File: src/rtl/chgdet_pkg.sv
package chgdet_pkg;
  typedef enum logic [1:0] {
    ST_IDLE = 2'd0,
    ST_PROC = 2'd1,
    ST_DISP = 2'd2
  } seq_state_e;
endpackage

File: src/rtl/chgdet_rate_gate.sv
module chgdet_rate_gate #(
  parameter int FPS      = 30,
  parameter int MAX_RATE = 15,
  parameter int RATE_W   = 5
) (
  input  logic              clk_i,
  input  logic              rst_ni,
  input  logic              frame_sync_i,
  input  logic [RATE_W-1:0] rate_i,
  input  logic              take_i,
  output logic              grant_o
);
  localparam int FC_W = (FPS > 1) ? $clog2(FPS) : 1;
  localparam logic [FC_W-1:0]   FC_LAST = FC_W'(FPS - 1);
  localparam logic [RATE_W-1:0] RATE_CAP = RATE_W'(MAX_RATE);

  logic [FC_W-1:0]   fcnt_q, fcnt_nxt;
  logic [RATE_W-1:0] pcnt_q, base, eff_rate;

  assign fcnt_nxt = (fcnt_q == FC_LAST) ? '0 : fcnt_q + 1'b1;
  assign base     = (fcnt_nxt == '0) ? '0 : pcnt_q;
  assign eff_rate = (rate_i > RATE_CAP) ? RATE_CAP : rate_i;
  assign grant_o  = base < eff_rate;

  // counter starts at the last slot so the first sync opens a window
  always_ff @(posedge clk_i or negedge rst_ni) begin
    if (!rst_ni) begin
      fcnt_q <= FC_LAST;
      pcnt_q <= '0;
    end else if (frame_sync_i) begin
      fcnt_q <= fcnt_nxt;
      pcnt_q <= base + RATE_W'(take_i);
    end
  end
endmodule

File: src/rtl/chgdet_seq_fsm.sv
module chgdet_seq_fsm
  import chgdet_pkg::*;
(
  input  logic       clk_i,
  input  logic       rst_ni,
  input  logic       frame_sync_i,
  input  logic       proc_done_i,
  input  logic       disp_done_i,
  input  logic       grant_i,
  output seq_state_e state_o,
  output logic       take_o
);
  seq_state_e state_q, state_d;
  logic pdone_q, ddone_q;

  always_comb begin
    state_d = state_q;
    take_o  = 1'b0;
    if (frame_sync_i) begin
      unique case (state_q)
        ST_IDLE: if (grant_i) begin
          state_d = ST_PROC;
          take_o  = 1'b1;
        end
        ST_PROC: if (pdone_q || proc_done_i) state_d = ST_DISP;
        ST_DISP: if (ddone_q || disp_done_i) begin
          if (grant_i) begin
            state_d = ST_PROC;
            take_o  = 1'b1;
          end else begin
            state_d = ST_IDLE;
          end
        end
        default: state_d = ST_IDLE;
      endcase
    end
  end

  always_ff @(posedge clk_i or negedge rst_ni) begin
    if (!rst_ni) begin
      state_q <= ST_IDLE;
      pdone_q <= 1'b0;
      ddone_q <= 1'b0;
    end else begin
      state_q <= state_d;
      if (frame_sync_i) begin
        pdone_q <= 1'b0;
        ddone_q <= 1'b0;
      end else begin
        pdone_q <= pdone_q | proc_done_i;
        ddone_q <= ddone_q | disp_done_i;
      end
    end
  end

  assign state_o = state_q;
endmodule

File: src/rtl/chgdet_addr_gen.sv
module chgdet_addr_gen #(
  parameter int LINES  = 240,
  parameter int COLS   = 320,
  parameter int LINE_W = 9,
  parameter int COL_W  = 9
) (
  input  logic                      clk_i,
  input  logic                      rst_ni,
  input  logic                      frame_sync_i,
  input  logic                      field_sync_i,
  input  logic                      adv_i,
  output logic [LINE_W+COL_W:0]     addr_o
);
  localparam logic [LINE_W-1:0] LINE_LAST = LINE_W'(LINES - 1);
  localparam logic [COL_W-1:0]  COL_LAST  = COL_W'(COLS - 1);

  logic              field_q;
  logic [LINE_W-1:0] line_q;
  logic [COL_W-1:0]  col_q;

  always_ff @(posedge clk_i or negedge rst_ni) begin
    if (!rst_ni) begin
      field_q <= 1'b0;
      line_q  <= '0;
      col_q   <= '0;
    end else if (frame_sync_i || field_sync_i) begin
      field_q <= !frame_sync_i;  // odd field first
      line_q  <= '0;
      col_q   <= '0;
    end else if (adv_i) begin
      if (col_q != COL_LAST) begin
        col_q <= col_q + 1'b1;
      end else if (line_q != LINE_LAST) begin
        col_q  <= '0;
        line_q <= line_q + 1'b1;
      end
    end
  end

  assign addr_o = {field_q, line_q, col_q};
endmodule

File: src/rtl/chgdet_frame_ctrl.sv
module chgdet_frame_ctrl
  import chgdet_pkg::*;
#(
  parameter int FPS      = 30,
  parameter int MAX_RATE = 15,
  parameter int RATE_W   = 5,
  parameter int LINES    = 240,
  parameter int COLS     = 320,
  parameter int LINE_W   = 9,
  parameter int COL_W    = 9
) (
  input  logic                   clk_i,
  input  logic                   rst_ni,
  input  logic                   frame_sync_i,
  input  logic                   field_sync_i,
  input  logic                   word_stb_i,
  input  logic [RATE_W-1:0]      rate_i,
  input  logic                   proc_done_i,
  input  logic                   disp_done_i,
  output logic [1:0]             state_o,
  output logic                   proc_en_o,
  output logic                   disp_en_o,
  output logic                   prev_acc_o,
  output logic                   res_wr_o,
  output logic                   res_rd_o,
  output logic [LINE_W+COL_W:0]  mem_addr_o
);
  seq_state_e state;
  logic grant, take;

  chgdet_rate_gate #(.FPS(FPS), .MAX_RATE(MAX_RATE), .RATE_W(RATE_W)) u_gate (
    .clk_i, .rst_ni, .frame_sync_i, .rate_i,
    .take_i(take), .grant_o(grant)
  );

  chgdet_seq_fsm u_fsm (
    .clk_i, .rst_ni, .frame_sync_i, .proc_done_i, .disp_done_i,
    .grant_i(grant), .state_o(state), .take_o(take)
  );

  chgdet_addr_gen #(.LINES(LINES), .COLS(COLS), .LINE_W(LINE_W), .COL_W(COL_W)) u_addr (
    .clk_i, .rst_ni, .frame_sync_i, .field_sync_i,
    .adv_i(word_stb_i && (state != ST_IDLE)), .addr_o(mem_addr_o)
  );

  assign state_o    = state;
  assign proc_en_o  = (state == ST_PROC);
  assign disp_en_o  = (state == ST_DISP);
  assign prev_acc_o = proc_en_o && word_stb_i;
  assign res_wr_o   = proc_en_o && word_stb_i;
  assign res_rd_o   = disp_en_o && word_stb_i;
endmodule

File: config.mk
export PLATFORM = sky130hd
export DESIGN_NAME = chgdet_frame_ctrl
export DESIGN_NICKNAME = d
export VERILOG_FILES = /design/src/rtl/chgdet_pkg.sv /design/src/rtl/chgdet_rate_gate.sv /design/src/rtl/chgdet_seq_fsm.sv /design/src/rtl/chgdet_addr_gen.sv /design/src/rtl/chgdet_frame_ctrl.sv
export SDC_FILE = /design/constraint.sdc
export NUM_CORES = 1
export LEC_CHECK = 0
export ABC_AREA = 1
export BUFFER_PORTS_ARGS = -buffer_cell sky130_fd_sc_hd__buf_4
export CAP_MARGIN = 25
export CORE_MARGIN = 2
export CORE_UTILIZATION = 56
export DETAILED_ROUTE_END_ITERATION = 10
export PLACE_DENSITY = 0.79
export SYNTH_ARGS = -nofsm -noshare
export SYNTH_HDL_FRONTEND = slang
export SYNTH_HIERARCHICAL = 1
export SYNTH_SLANG_ARGS = --single-unit
File: constraint.sdc
create_clock -name clk_i -period 3.45 [get_ports clk_i]
set_input_delay 0.5175 -clock clk_i [delete_from_list [all_inputs] [get_ports clk_i]]
set_output_delay 0.5175 -clock clk_i [all_outputs]
set_load 0.02 [all_outputs]
# After elaboration in Yosys (flattened, before gate mapping)
# Cells that the tools add are included.
# classes
reduce_logical	16
add_sub_neg	4
eq_ne	9
n_bitwise	2
mux	22
n_lt_le_gt_ge	2
# ops
operator	n
9-bit two-way mux	8
9-bit by 1-bit adder with 9-bit output, second input constant	2
5-bit two-way mux	3
9-bit by 8-bit != test with 1-bit output, second input constant	1
9-bit != test, second input constant	1
1-bit two-way mux	6
2-bit two-way mux	3
2-bit by 1-bit != test with 1-bit output, second input constant	3
2-bit one-hot mux with 3 select lines	1
2-bit nonzero test	3
5-bit by 1-bit adder with 5-bit output	1
5-bit by 1-bit adder with 5-bit output, second input constant	1
5-bit == test, second input constant	1
5-bit by 4-bit greater-than comparator with 1-bit output, second input constant	1
5-bit logical NOT	1
5-bit less-than comparator	1
4-bit AND reduction	1
1-bit logical AND	3
1-bit logical OR	3
3-bit AND reduction	1
3-bit nonzero test	1
2-bit by 1-bit == test with 1-bit output, second input constant	1
2-bit == test, second input constant	1
2-bit logical NOT	1
other kinds (5)	6
# totals
elab_cells	63
in_bits	12
register_bits	33
out_inout_bits	26

# Logic depth before layout (Yosys ltp)
# Gate-level depths: netlist of run 1.
# depth
ltp_word	10
depth_mapped	23

# By module
# Netlist of run 1, hierarchy kept.
# by_module_without_submodules
mod	n_inst	cells_per_inst	area_per_inst_um2
chgdet_addr_gen	1	184	1282.5
chgdet_rate_gate	1	104	763.2
chgdet_seq_fsm	1	28	201.4
chgdet_frame_ctrl	1	12	48.8

# Worst setup path before layout of run 1
# No wires, ideal clock.
# synth_timing
path_kind	reg2reg
start	register u_gate.fcnt_q[0]
end	register u_gate.pcnt_q[4]
stages_incl_launch_ff	20
setup_ps	127
required_ps	3323
setup_slack_ps	652
synth_period_minus_slack_ps	2798
arrival_ps	2671
path_cell_list	dfstp_2 -> ha_1 -> nand2_1 -> inv_1 -> nand2_4 -> nand2_2 -> nand4_4 -> inv_1 -> nor2_1 -> ha_1 -> nand2_1 -> nand2_1 -> a21oi_2 -> nand3_1 -> nor2_1 -> ha_1 -> ha_1 -> nand3_1 -> a211oi_1 -> a21oi_1
# synth_between
elab_chain_len	10
elab_cells_between_ends	11
cone_classes	add/sub (2); order compare (1); eq/ne (1); mux (6); reduce/logical (1)
# synth_rtl
item	line_no	source
start: declaration	chgdet_rate_gate.sv:17	logic [FC_W-1:0] fcnt_q, fcnt_nxt;
start signal: assignment	chgdet_rate_gate.sv:31	fcnt_q <= fcnt_nxt;
5-bit by 1-bit adder with 5-bit output or 5-bit == test (tied branches)	chgdet_rate_gate.sv:20	assign fcnt_nxt = (fcnt_q == FC_LAST) ? '0 : fcnt_q + 1'b1;
5-bit two-way mux *	chgdet_rate_gate.sv:20	
5-bit logical NOT *	chgdet_rate_gate.sv:21	assign base = (fcnt_nxt == '0) ? '0 : pcnt_q;
5-bit two-way mux *	chgdet_rate_gate.sv:21	
5-bit less-than comparator *	chgdet_rate_gate.sv:23	assign grant_o = base < eff_rate;
net grant	chgdet_frame_ctrl.sv:29	logic grant, take;
1-bit two-way mux *	chgdet_seq_fsm.sv:21, chgdet_seq_fsm.sv:27	
1-bit two-way mux	chgdet_seq_fsm.sv:26	ST_DISP: if (ddone_q || disp_done_i) begin
1-bit one-hot mux with 2 select lines *	chgdet_seq_fsm.sv:20	unique case (state_q)
1-bit two-way mux *	chgdet_seq_fsm.sv:19	if (frame_sync_i) begin
net take	chgdet_frame_ctrl.sv:29	
5-bit by 1-bit adder with 5-bit output *	chgdet_rate_gate.sv:32	pcnt_q <= base + RATE_W'(take_i);
end signal: assignment	chgdet_rate_gate.sv:32	
end: declaration	chgdet_rate_gate.sv:18	logic [RATE_W-1:0] pcnt_q, base, eff_rate;
# Mark *: on every way through the listed nets, which the timed path passes. The rest lies on a longest branch.
# A chain may end at the register's enable or synchronous reset.

# Worst setup path after layout of run 1
# Same ends and word-level chain as after synthesis.

==> results.yml, run 1 <==
sta:
  hold_violations: 0
  maxSlewViolCount: 0
  fin_tns_setup_ns: 0
  finalSetupViolations: 0
  rsz0062_at_grt: "false"
  clock_skew_ns: 0.00311
  timing.fmax_mhz: 321
  finalCritPeriodShare_pct: 90.4
  layout_min_cycle_time_ns: 3.12
final_layout:
  nets: 388
  antenna_cells: 0
  postLayoutCoreUtil_pct: 68.9
  layout-drive-gt1-share_pct: 22.0
  synthToLayoutAreaGrowth_pct: 19.2
pwr:
  power_frac_comb_pct: 34.4
  power_per_cell_area_mw_per_mm2: 551
  p_sw_share_pct: 37.2
  vdd_drop_max_uv: 351
  power.internal_uw: 947
  clock_power_share_pct: 29.3
  total_power_mw: 1.51
  p_sw_uw: 560
  pwr-share-seq_pct: 36.4
  power_leakage_nw: 1.47
clock_network:
  clkTransAtPathRegs_ns: 0.07
  cts.sinks: 33
  clock_tree.root_cell: "clkbuf_8"
  ctsHtreeMaxLevel: 2
  cts_resized: 0
  hold_buffers: 0
  cts_setup_buffers: 0
  cts.path.max_buffers: 2
  worst_skew_pair.late_latency_ns: 0.29
  cts_tree: "yes"
  cts_buffers: 5
global_route:
  busiest_layer: "met2"
  antenna_found_initial: 0
  grt_pass1_wl_um: 8050
  use_met2_pct: 39.0
  grt_pass1_vias: 1908
  grt_max_degree: 34
  overflow: 0
  grt.total_usage_pct: 23.2
  met3_usage_pct: 5.10
  gr-usage-met1_pct: 28.6
drt:
  route.detailed.drc: 0
  via_per_inst: 5.08
  detail-route-antenna-nets: 0
  vias: 2125
  first_pass_iters: 4
  wl_per_cell_um: 11.7
  dr.first_iter.drc_count: 212
  routed_wl_um: 4870
critical_path:
  cp-start-kind: "flop"
  critPathBufInv: 2
  slowest_delay_ns: 0.57
  critPathCaptureType: "flop"
  critPathMaxFanout: 6
  critPathTopFamily: "adder cells"
  crit_path_start: "u_gate/fcnt_q[0]"
  reg2reg_from: "u_gate/fcnt_q[0]"
  cpMostUsedCell: "ha_1"
  cp.required_ns: 3.62
  crit_chain: "ha_1, nand2_1, inv_1, nand2_4, o21ai_2, nand4_4, inv_1, nor2_1, ha_1, nand2_1, a21oi_1, a21oi_2, nand3_1, nor2_1, ha_1, ha_1, nand3_1, a211oi_1, a21oi_1"
  cpMaxStageDelayCell: "dfstp_2"
  path_class: "reg2reg"
  worstPathArrival_ns: 3.29
floorplanning:
  rows: 23
  initial_core_util_pct: 57.8
  dieArea_mm2: 0.00463
  die_w_um: 68.0
  die_h_um: 68.0
  core_mm2: 0.00397
  pin_count: 38
logic_synthesis:
  syn-num-nets: 349
  synth_warnings: 6
  synth_seq_cells: 33
  netlist_instances: 328
  synth_area_mm2: 0.00230
  yosysUniqueCellTypes: 34
  syn_area_per_cell_um2: 7.00
  ys_seq_area_share_pct: 36.2
placed_design:
  place.port_buffers: 37
  hpwlAfterDp_um: 3450
  gp_congestion: 0.867
min_path:
  min_path_type: "in2async"
status:
  status: "complete, no violations"
job:
  drv_cap: 0
==> layout by cell type (no fill, tap or decap), types with 4 or more instances in the layout <==
master    Yosys  routed
a21oi_1       6       6
buf_4         2      37
clkbuf_8      0       5
dfrtp_1      29      29
dfstp_2       4       4
ha_1          9       9
inv_1        43      43
inv_2         4       4
nand2_1      96      96
nand2_2       7       7
nand2_4       5       5
nand3_1      32      32
nor2_1       43      43
o21ai_0      10      10
o21ai_1       4       4
==> cell usage after synthesis <==
cell      instances  area share (%)
a211oi_1          1            0.33
o21bai_1          1            0.33
nand2_2           7             1.9
nand3_4           1            0.76
o21ai_2           2            0.76
xor2_1            3             1.1
o21ai_0          10             2.2
nand4_1           3            0.82
nor2_4            3             1.5
dfstp_2           4             4.6
buf_4             2            0.65
inv_1            43             7.0
or2_2             1            0.27
dfrtp_1          29              32
nor2_1           43             7.0
inv_2             4            0.65
nand2_1          96              16
o21ai_1           4            0.87
nand3_1          32             7.0
nand4_4           1            0.93
o211ai_1          1            0.33
nor3_1            3            0.65
a21oi_1           6             1.3
ha_1              9             4.9
nor2_2            2            0.54
nor3b_1           1            0.33
nand2_4           5             2.5
conb_1            1            0.16
inv_4             2            0.54
a21o_1            1            0.33
nand3_2           2            0.87
a21oi_2           2            0.76
buf_6             1            0.49
clkbuf_1          2            0.33
==> power by group through the flow <==
stage / Combinational (mW) / Clock (mW) / Sequential [mW]
after floorplan: 0.367 / 0 / 0.553
after global placement: 0.497 / 0 / 0.551
after detailed placement: 0.509 / 0 / 0.552
after CTS: 0.520 / 0.451 / 0.547
after global routing: 0.584 / 0.470 / 0.559
final: 0.518 / 0.441 / 0.548
==> layout make-up <==
cell class | count | area [um^2]
multi-input combinational | 241 | 1240
fill | 356 | 1230
sequential | 33 | 831
timing repair buffer | 37 | 278
inverter | 49 | 189
clock buffer | 5 | 68.8
clock inverter | 3 | 65.1
tap | 50 | 62.6
==> sequential cells by signal (all words and copies together) (netlist names) <==
register / count
u_addr/col_q: 9
u_addr/field_q: 1
u_addr/line_q: 9
u_fsm/ddone_q: 1
u_fsm/pdone_q: 1
u_fsm/state_o: 2
u_gate/fcnt_q: 5
u_gate/pcnt_q: 5
==> per-layer routing <==
| metal | part of all wire (%) | wire, um |
|---|---|---|
| met2 | 50 | 2440 |
| met3 | 4.1 | 199 |
| met4 | 1.7 | 82 |
| met5 | 0 | 0 |
| met1 | 44 | 2150 |
==> worst paths after layout <==
path / to / slack (ns) / depth (start not counted)
worst max-delay path: u_gate/pcnt_q[4] / 0.33 / 19
worst min-delay path: u_addr/line_q[7] / 0.16 / 1
worst max register to register: u_gate/pcnt_q[4] / 0.33 / 19
worst min register to register: u_gate/pcnt_q[0] / 0.50 / 2
max in group asynchronous: u_gate/fcnt_q[0] / 2.95 / 1
min in group clk_i: u_fsm/pdone_q / 0.47 / 3
==> logic make-up (layout without fill, tap and decap cells) <==
group | count (synthesis) | in the layout | synth area share, %
and+or+nand+nor | 200 | 200 | 40.7
buffers and inverters | 54 | 94 | 9.70
DFF | 33 | 33 | 36.2
other | 1 | 1 | 0.163
AOI/OAI and AO/OA | 28 | 28 | 7.19
xor gates and xnor gates | 3 | 3 | 1.14
adders and majority gates | 9 | 9 | 4.90
==> through the flow <==
step / instances / area [um^2] / worst slack, ns / hold slack, ns
after floorplan: 328 / 2300 / 0.652 / 0.222
after global placement: 410 / 2600 / 0.542 / 0.481
after detailed placement: 410 / 2600 / 0.385 / 0.484
after CTS: 418 / 2740 / 0.353 / 0.174
after global routing: 418 / 2740 / 0.0876 / 0.187
final: 418 / 2740 / 0.330 / 0.155
(Power assumes the default switching activity.)
==> run 2: changes to the inputs <==
--- a/config.mk
+++ b/config.mk
@@ -9,9 +9,9 @@
 export BUFFER_PORTS_ARGS = -buffer_cell sky130_fd_sc_hd__buf_4
 export CAP_MARGIN = 25
 export CORE_MARGIN = 2
-export CORE_UTILIZATION = 56
+export CORE_UTILIZATION = 51
 export DETAILED_ROUTE_END_ITERATION = 10
-export PLACE_DENSITY = 0.79
+export PLACE_DENSITY = 0.76
 export SYNTH_ARGS = -nofsm -noshare
 export SYNTH_HDL_FRONTEND = slang
 export SYNTH_HIERARCHICAL = 1
==> constraint.sdc (replaced) <==
create_clock -name clk_i -period 2.5 [get_ports clk_i]
set_input_delay 0.375 -clock clk_i [delete_from_list [all_inputs] [get_ports clk_i]]
set_output_delay 0.375 -clock clk_i [all_outputs]
set_load 0.02 [all_outputs]
==> run 2 against run 1 <==
  * The run now ends with setup timing left
  * Routed wire length increased by 6.9%
  * Sequential cell count unchanged
  * Cell count increased by 4.3%
  * First-iteration DRC count increased by 11%
  * Global-route usage shrank 0.65 points
  * Sequential power up 40%
  * Clock skew increased by 0.00096 ns
  * Count of clock-buffer cells in the layout is 3 higher
  * Via count increased by 5.2%
  * Sequential share of layout area shrank 2.6 points
  * Total power grew 46%
  * Combinational power increased by 100%
  * Critical endpoint unchanged
  * Largest cell class unchanged
  * Highest routed layer unchanged
==> results.yml, run 2 (same netlist as run 1, synthesis figures left out) <==
placed_design:
  place.port_buffers: 37
  gp_congestion: 0.821
  placed_area_mm2: 0.00275
  hpwlAfterDp_um: 3570
critical_path:
  reg2reg_from: "u_gate/fcnt_q[0]"
  critPathCaptureType: "flop"
  cp.required_ns: 2.67
  rr_worst_depth: 17
  worstPathArrival_ns: 3.02
  critPathMaxFanout: 4
  reg2reg_to: "u_gate/pcnt_q[4]"
  cp-start-kind: "flop"
  ff2ff_setup_slack_ns: -0.34
  path_class: "reg2reg"
sta:
  finalSetupViolations: 5
  maxSlewViolCount: 0
  hold_violations: 0
  rsz0062_at_grt: "true"
  timing.fmax_mhz: 352
  layout_min_cycle_time_ns: 2.84
  setup_ws_ns: -0.344
  fin_tns_setup_ns: -1.15
  finalCritPeriodShare_pct: 114
  clock_skew_ns: 0.00406
global_route:
  grt_max_degree: 34
  antenna_found_initial: 0
  grt_pass1_wl_um: 9280
  overflow: 0
  grt_pass1_vias: 2137
  grt.total_usage_pct: 22.6
clock_network:
  clock_tree.root_cell: "clkbuf_8"
  clkTransAtPathRegs_ns: 0.07
  cts_buffers: 5
  cts.sinks: 33
  ctsHtreeMaxLevel: 2
  cts.path.max_buffers: 2
  worst_skew_pair.late_latency_ns: 0.28
  cts_tree: "yes"
  hold_buffers: 0
final_layout:
  postLayoutCoreUtil_pct: 68.7
  antenna_cells: 0
  nets: 404
  layout-drive-gt1-share_pct: 33.1
  layout_commonest_cell: "nand2_1"
  fin_area_mm2: 0.00299
  synthToLayoutAreaGrowth_pct: 30.2
  reg.largest.list: "u_addr/col_q x9, u_addr/line_q x9"
  final_cell_mix: "nand2_1 (86), buf_4 (50), inv_1 (39)"
  fill_cells: 362
floorplanning:
  rows: 24
  die_w_um: 71.1
  die_h_um: 71.1
  initial_core_util_pct: 52.7
  dieArea_mm2: 0.00505
  core_mm2: 0.00435
  pin_count: 38
min_path:
  min_path_type: "in2async"
drt:
  detail-route-antenna-nets: 0
  vias: 2236
  wl_per_cell_um: 11.9
  first_pass_iters: 5
  via_per_inst: 5.13
  routed_wl_um: 5210
  route.detailed.drc: 0
  dr.first_iter.drc_count: 235
pwr:
  power_frac_comb_pct: 47.5
  power_per_cell_area_mw_per_mm2: 734
  vdd_drop_max_uv: 597
  p_sw_share_pct: 40.3
  p_sw_uw: 886
  clock_power_share_pct: 17.5
  power_leakage_nw: 1.53
  pwr-share-seq_pct: 35.0
  total_power_mw: 2.20
  power.internal_mw: 1.31
status:
  violations: "setup timing"
  status: "finished with violations"
job:
  drv_cap: 0
==> run 2: changes by cell type in the layout (fill, tap and decap cells not counted), moves of 4 or more <==
cell     previous run  this run
ha_4                0         5
nand2_2             7        15
nor2_1             43        37
nor2_2              2         6
inv_1              43        39
ha_1                9         3
nand2_1            96        86
buf_4              37        50
==> run 2: worst max-delay path by stage <==
| stage | from | to | depth (start not counted) |
|---|---|---|---|
| 3_3_place_gp | u_gate/fcnt_q[0] | u_gate/pcnt_q[4] | 17 |
| 2_1_floorplan | u_gate/fcnt_q[0] | u_gate/pcnt_q[4] | 19 |
| 4_1_cts | u_gate/fcnt_q[0] | u_gate/pcnt_q[4] | 18 |
| 5_1_grt | u_gate/fcnt_q[0] | u_gate/pcnt_q[4] | 19 |
| 3_5_place_dp | u_gate/fcnt_q[0] | u_gate/pcnt_q[4] | 18 |
| 6_report | u_gate/fcnt_q[0] | u_gate/pcnt_q[4] | 17 |
==> run 2: area by class of cell <==
class,instances,area (um^2),share of cell area [%]
multi-input combinational,241,1410,47.3
clock buffer,8,80.1,2.68
inverter,49,191,6.40
tap,52,65.1,2.18
timing repair buffer,53,409,13.7
sequential,33,831,27.8
==> run 2: metrics by stage <==
stage	cells	hold WS, ns	setup WS [ns]
finish	436	0.0233	-0.344
global route	436	0.0630	-0.471
CTS	434	0.0429	-0.349
detailed placement	422	0.354	-0.422
global placement	422	0.345	-0.252
floorplan	328	0.0794	-0.230
==> run 2: timing repair <==
action,4_1_cts,5_1_grt
setup endpoints to repair,5,6
resized for setup,13,21
endpoints found under the hold margin,0,0
setup buffers,4,2
pin swaps,18,18
==> run 2: worst max-delay path: stages, from the launching register on <==
cell and delay (ns):
dfstp_2 0.60, ha_4 0.18, nand3_2 0.07, nand2_2 0.09
nand3_4 0.09, nand4_4 0.12, inv_4 0.05, nor2_2 0.12
ha_4 0.22, a21o_1 0.16, a21oi_2 0.15, nand3_2 0.10
nor2_4 0.12, ha_4 0.16, ha_4 0.14, nand3_2 0.08
a211oi_2 0.24, a21oi_2 0.04
==> run 2: routing by layer <==
metal | vias up | share of wire, % | GRT usage [%]
li1 | 1124 | - | -
met1 | 1043 | 44 | 29.5
met2 | 63 | 49 | 38.0
met3 | 6 | 5.8 | 4.84
met4 | 0 | 1.1 | 6.50
met5 | - | 0 | 0
==> run 2: power by group through the flow <==
| stage | Sequential [mW] | Clock [mW] | Combinational (mW) |
|---|---|---|---|
| 2_1_floorplan | 0.773 | 0 | 0.549 |
| 3_3_place_gp | 0.767 | 0 | 0.829 |
| 3_5_place_dp | 0.769 | 0 | 0.842 |
| 4_1_cts | 0.760 | 0.398 | 0.925 |
| 5_1_grt | 0.785 | 0.420 | 1.16 |
| 6_report | 0.768 | 0.385 | 1.04 |
==> run 3: changes to the inputs <==
--- a/config.mk
+++ b/config.mk
@@ -6,12 +6,12 @@
 export NUM_CORES = 1
 export LEC_CHECK = 0
 export ABC_AREA = 1
-export BUFFER_PORTS_ARGS = -buffer_cell sky130_fd_sc_hd__buf_4
 export CAP_MARGIN = 25
 export CORE_MARGIN = 2
-export CORE_UTILIZATION = 51
+export CORE_UTILIZATION = 57
 export DETAILED_ROUTE_END_ITERATION = 10
-export PLACE_DENSITY = 0.76
+export DONT_BUFFER_PORTS = 1
+export PLACE_DENSITY = 0.75
 export SYNTH_ARGS = -nofsm -noshare
 export SYNTH_HDL_FRONTEND = slang
 export SYNTH_HIERARCHICAL = 1
==> run 3 against run 2 <==
  * Clock power rose by 4%
  * Worst hold slack gained 0.12 ns
  * Via count down 6.0%
  * Non-clock buffer count down 35
  * Worst setup slack got worse by 0.032 ns
  * First-iteration DRC count down 26%
  * Count of clock-buffer cells in the layout fell by 2
  * The flow still finishes with violations (setup timing)
  * Routed wire length is 2.6% lower
  * Total power down 3.4%
  * Register-to-register slack got worse by 0.03 ns
==> results.yml, run 3 (same netlist as run 1, synthesis figures left out) <==
placed_design:
  place.port_buffers: 0
  hpwlAfterDp_um: 3340
  placed_area_mm2: 0.00247
  gp_congestion: 0.782
critical_path:
  cpMaxStageDelayCell: "dfrtp_1"
  cp.required_ns: 2.67
  slowest_delay_ns: 0.39
  path_class: "reg2reg"
  critPathTopFamily: "simple AND/OR/NAND/NOR gates"
  critPathMaxFanout: 4
  cpMostUsedCell: "ha_4"
  cp-start-kind: "flop"
  crit_chain: "buf_4, ha_4, nand2_1, inv_1, nor2_2, nand2_4, nand4_4, inv_4, nor2_2, ha_1, a21o_1, a21oi_2, nand3_2, nor2_4, ha_4, ha_4, nand3_2, a211oi_2, a21oi_1"
  reg2reg_to: "u_gate/pcnt_q[4]"
  reg2reg_from: "u_gate/fcnt_q[1]"
  ff2ff_setup_slack_ns: -0.38
  rr_worst_depth: 19
  critPathBufInv: 3
  worstPathArrival_ns: 3.05
  critPathCaptureType: "flop"
clock_network:
  cts.path.max_buffers: 2
  clkTransAtPathRegs_ns: 0.08
  clock_tree.root_cell: "clkbuf_8"
  cts_buffers: 5
  cts.sinks: 33
  worst_skew_pair.late_latency_ns: 0.29
  ctsHtreeMaxLevel: 2
  cts_tree: "yes"
final_layout:
  antenna_cells: 0
  fin_area_mm2: 0.00274
  layout-drive-gt1-share_pct: 25.2
  nets: 369
  fill_cells: 326
  register_area_um2: 831
  reg.largest.list: "u_addr/col_q x9, u_addr/line_q x9"
  final_cell_mix: "nand2_1 (87), inv_1 (40), nor2_1 (38)"
  synthToLayoutAreaGrowth_pct: 19.5
  multi_input_area_mm2: 0.00142
  layout_commonest_cell: "nand2_1"
drt:
  vias: 2101
  detail-route-antenna-nets: 0
  routed_wl_um: 5080
  dr.first_iter.drc_count: 173
  route.detailed.drc: 0
  via_per_inst: 5.27
  first_pass_iters: 4
  wl_per_cell_um: 12.7
floorplanning:
  pin_count: 38
  die_w_um: 67.5
  initial_core_util_pct: 58.2
  rows: 23
  core_mm2: 0.00394
  die_h_um: 67.5
  dieArea_mm2: 0.00455
global_route:
  gr-usage-met1_pct: 30.7
  busiest_layer: "met2"
  grt.total_usage_pct: 24.1
  grt_pass1_wl_um: 8320
  use_met2_pct: 39.0
  antenna_found_initial: 0
  grt_max_degree: 34
  met3_usage_pct: 6.83
  overflow: 0
  grt_pass1_vias: 1963
sta:
  finalCritPeriodShare_pct: 115
  hold_violations: 0
  fin_tns_setup_ns: -1.18
  maxSlewViolCount: 0
  maxSlewHeadroom_pct: 50.9
  layout_min_cycle_time_ns: 2.88
  setup_ws_ns: -0.376
  rsz0062_at_grt: "true"
  finalSetupViolations: 7
  clock_skew_ns: 0.00947
  timing.fmax_mhz: 348
  worstMarginPinSlew_ns: 0.733
status:
  violations: "setup timing"
  status: "finished with violations"
min_path:
  min_path_cells: 1
  holdPathEnd: "u_addr/field_q"
  min_from: "frame_sync_i"
  min_path_type: "in2reg"
pwr:
  power_per_cell_area_mw_per_mm2: 773
  power_leakage_nw: 1.34
  vdd_drop_max_uv: 749
job:
  drv_cap: 0
run 3: cell count changes in the layout (fill, tap and decap cells not counted), moves of 2 or more:
cell	delta
buf_4	-34
buf_6	-3
clkbuf_1	-2
clkinv_2	+2
inv_2	-2
nor2_2	-2
run 3: what timing repair did:
action | 4_1_cts | 5_1_grt
pin swaps | 6 | 22
endpoints found under the setup margin | 5 | 6
hold buffers | 2 | 0
setup buffers | 3 | 2
hold endpoints to repair | 33 | 0
resized for setup | 8 | 22
run 3: layer usage:
metal  wire length [um]  share of wire (%)
met3                281                5.5
met2               2430                 48
met5                  0                  0
met4                 89                1.8
met1               2270                 45
run 3: worst max-delay path by stage:
stage | from | end | slack [ns] | depth (start not counted)
2_1_floorplan | u_gate/fcnt_q[0] | u_gate/pcnt_q[4] | -0.23 | 19
3_3_place_gp | u_gate/fcnt_q[0] | u_gate/pcnt_q[4] | -0.24 | 17
3_5_place_dp | u_gate/fcnt_q[0] | u_gate/pcnt_q[4] | -0.36 | 17
4_1_cts | u_gate/fcnt_q[0] | u_gate/pcnt_q[4] | -0.36 | 19
5_1_grt | u_gate/fcnt_q[0] | u_gate/pcnt_q[4] | -0.53 | 17
6_report | u_gate/fcnt_q[1] | u_gate/pcnt_q[4] | -0.38 | 19
run 3: final cells by class:
class	instances	share of cell area, %
multi-input combinational	241	51.9
sequential	33	30.3
inverter	49	7.07
timing repair buffer	18	5.47
clock buffer	6	2.64
tap	50	2.28
clock inverter	2	0.365
run 3: power by group:
group	switching (mW)	internal (mW)	total (mW)
logic	0.540	0.389	0.930
registers	0.148	0.644	0.792
clock network	0.207	0.193	0.400
run 3: stage by stage:
stage | utilization [%] | setup WS, ns | hold WS (ns) | total power [mW] | instances
2_1_floorplan | - | -0.230 | 0.0794 | 1.32 | 328
3_3_place_gp | 62.8 | -0.244 | 0.0799 | 1.50 | 384
3_5_place_dp | 62.8 | -0.363 | 0.0799 | 1.52 | 384
4_1_cts | 66.6 | -0.360 | 0.137 | 1.98 | 397
5_1_grt | 69.6 | -0.527 | 0.130 | 2.26 | 399
6_report | 69.6 | -0.376 | 0.146 | 2.12 | 399
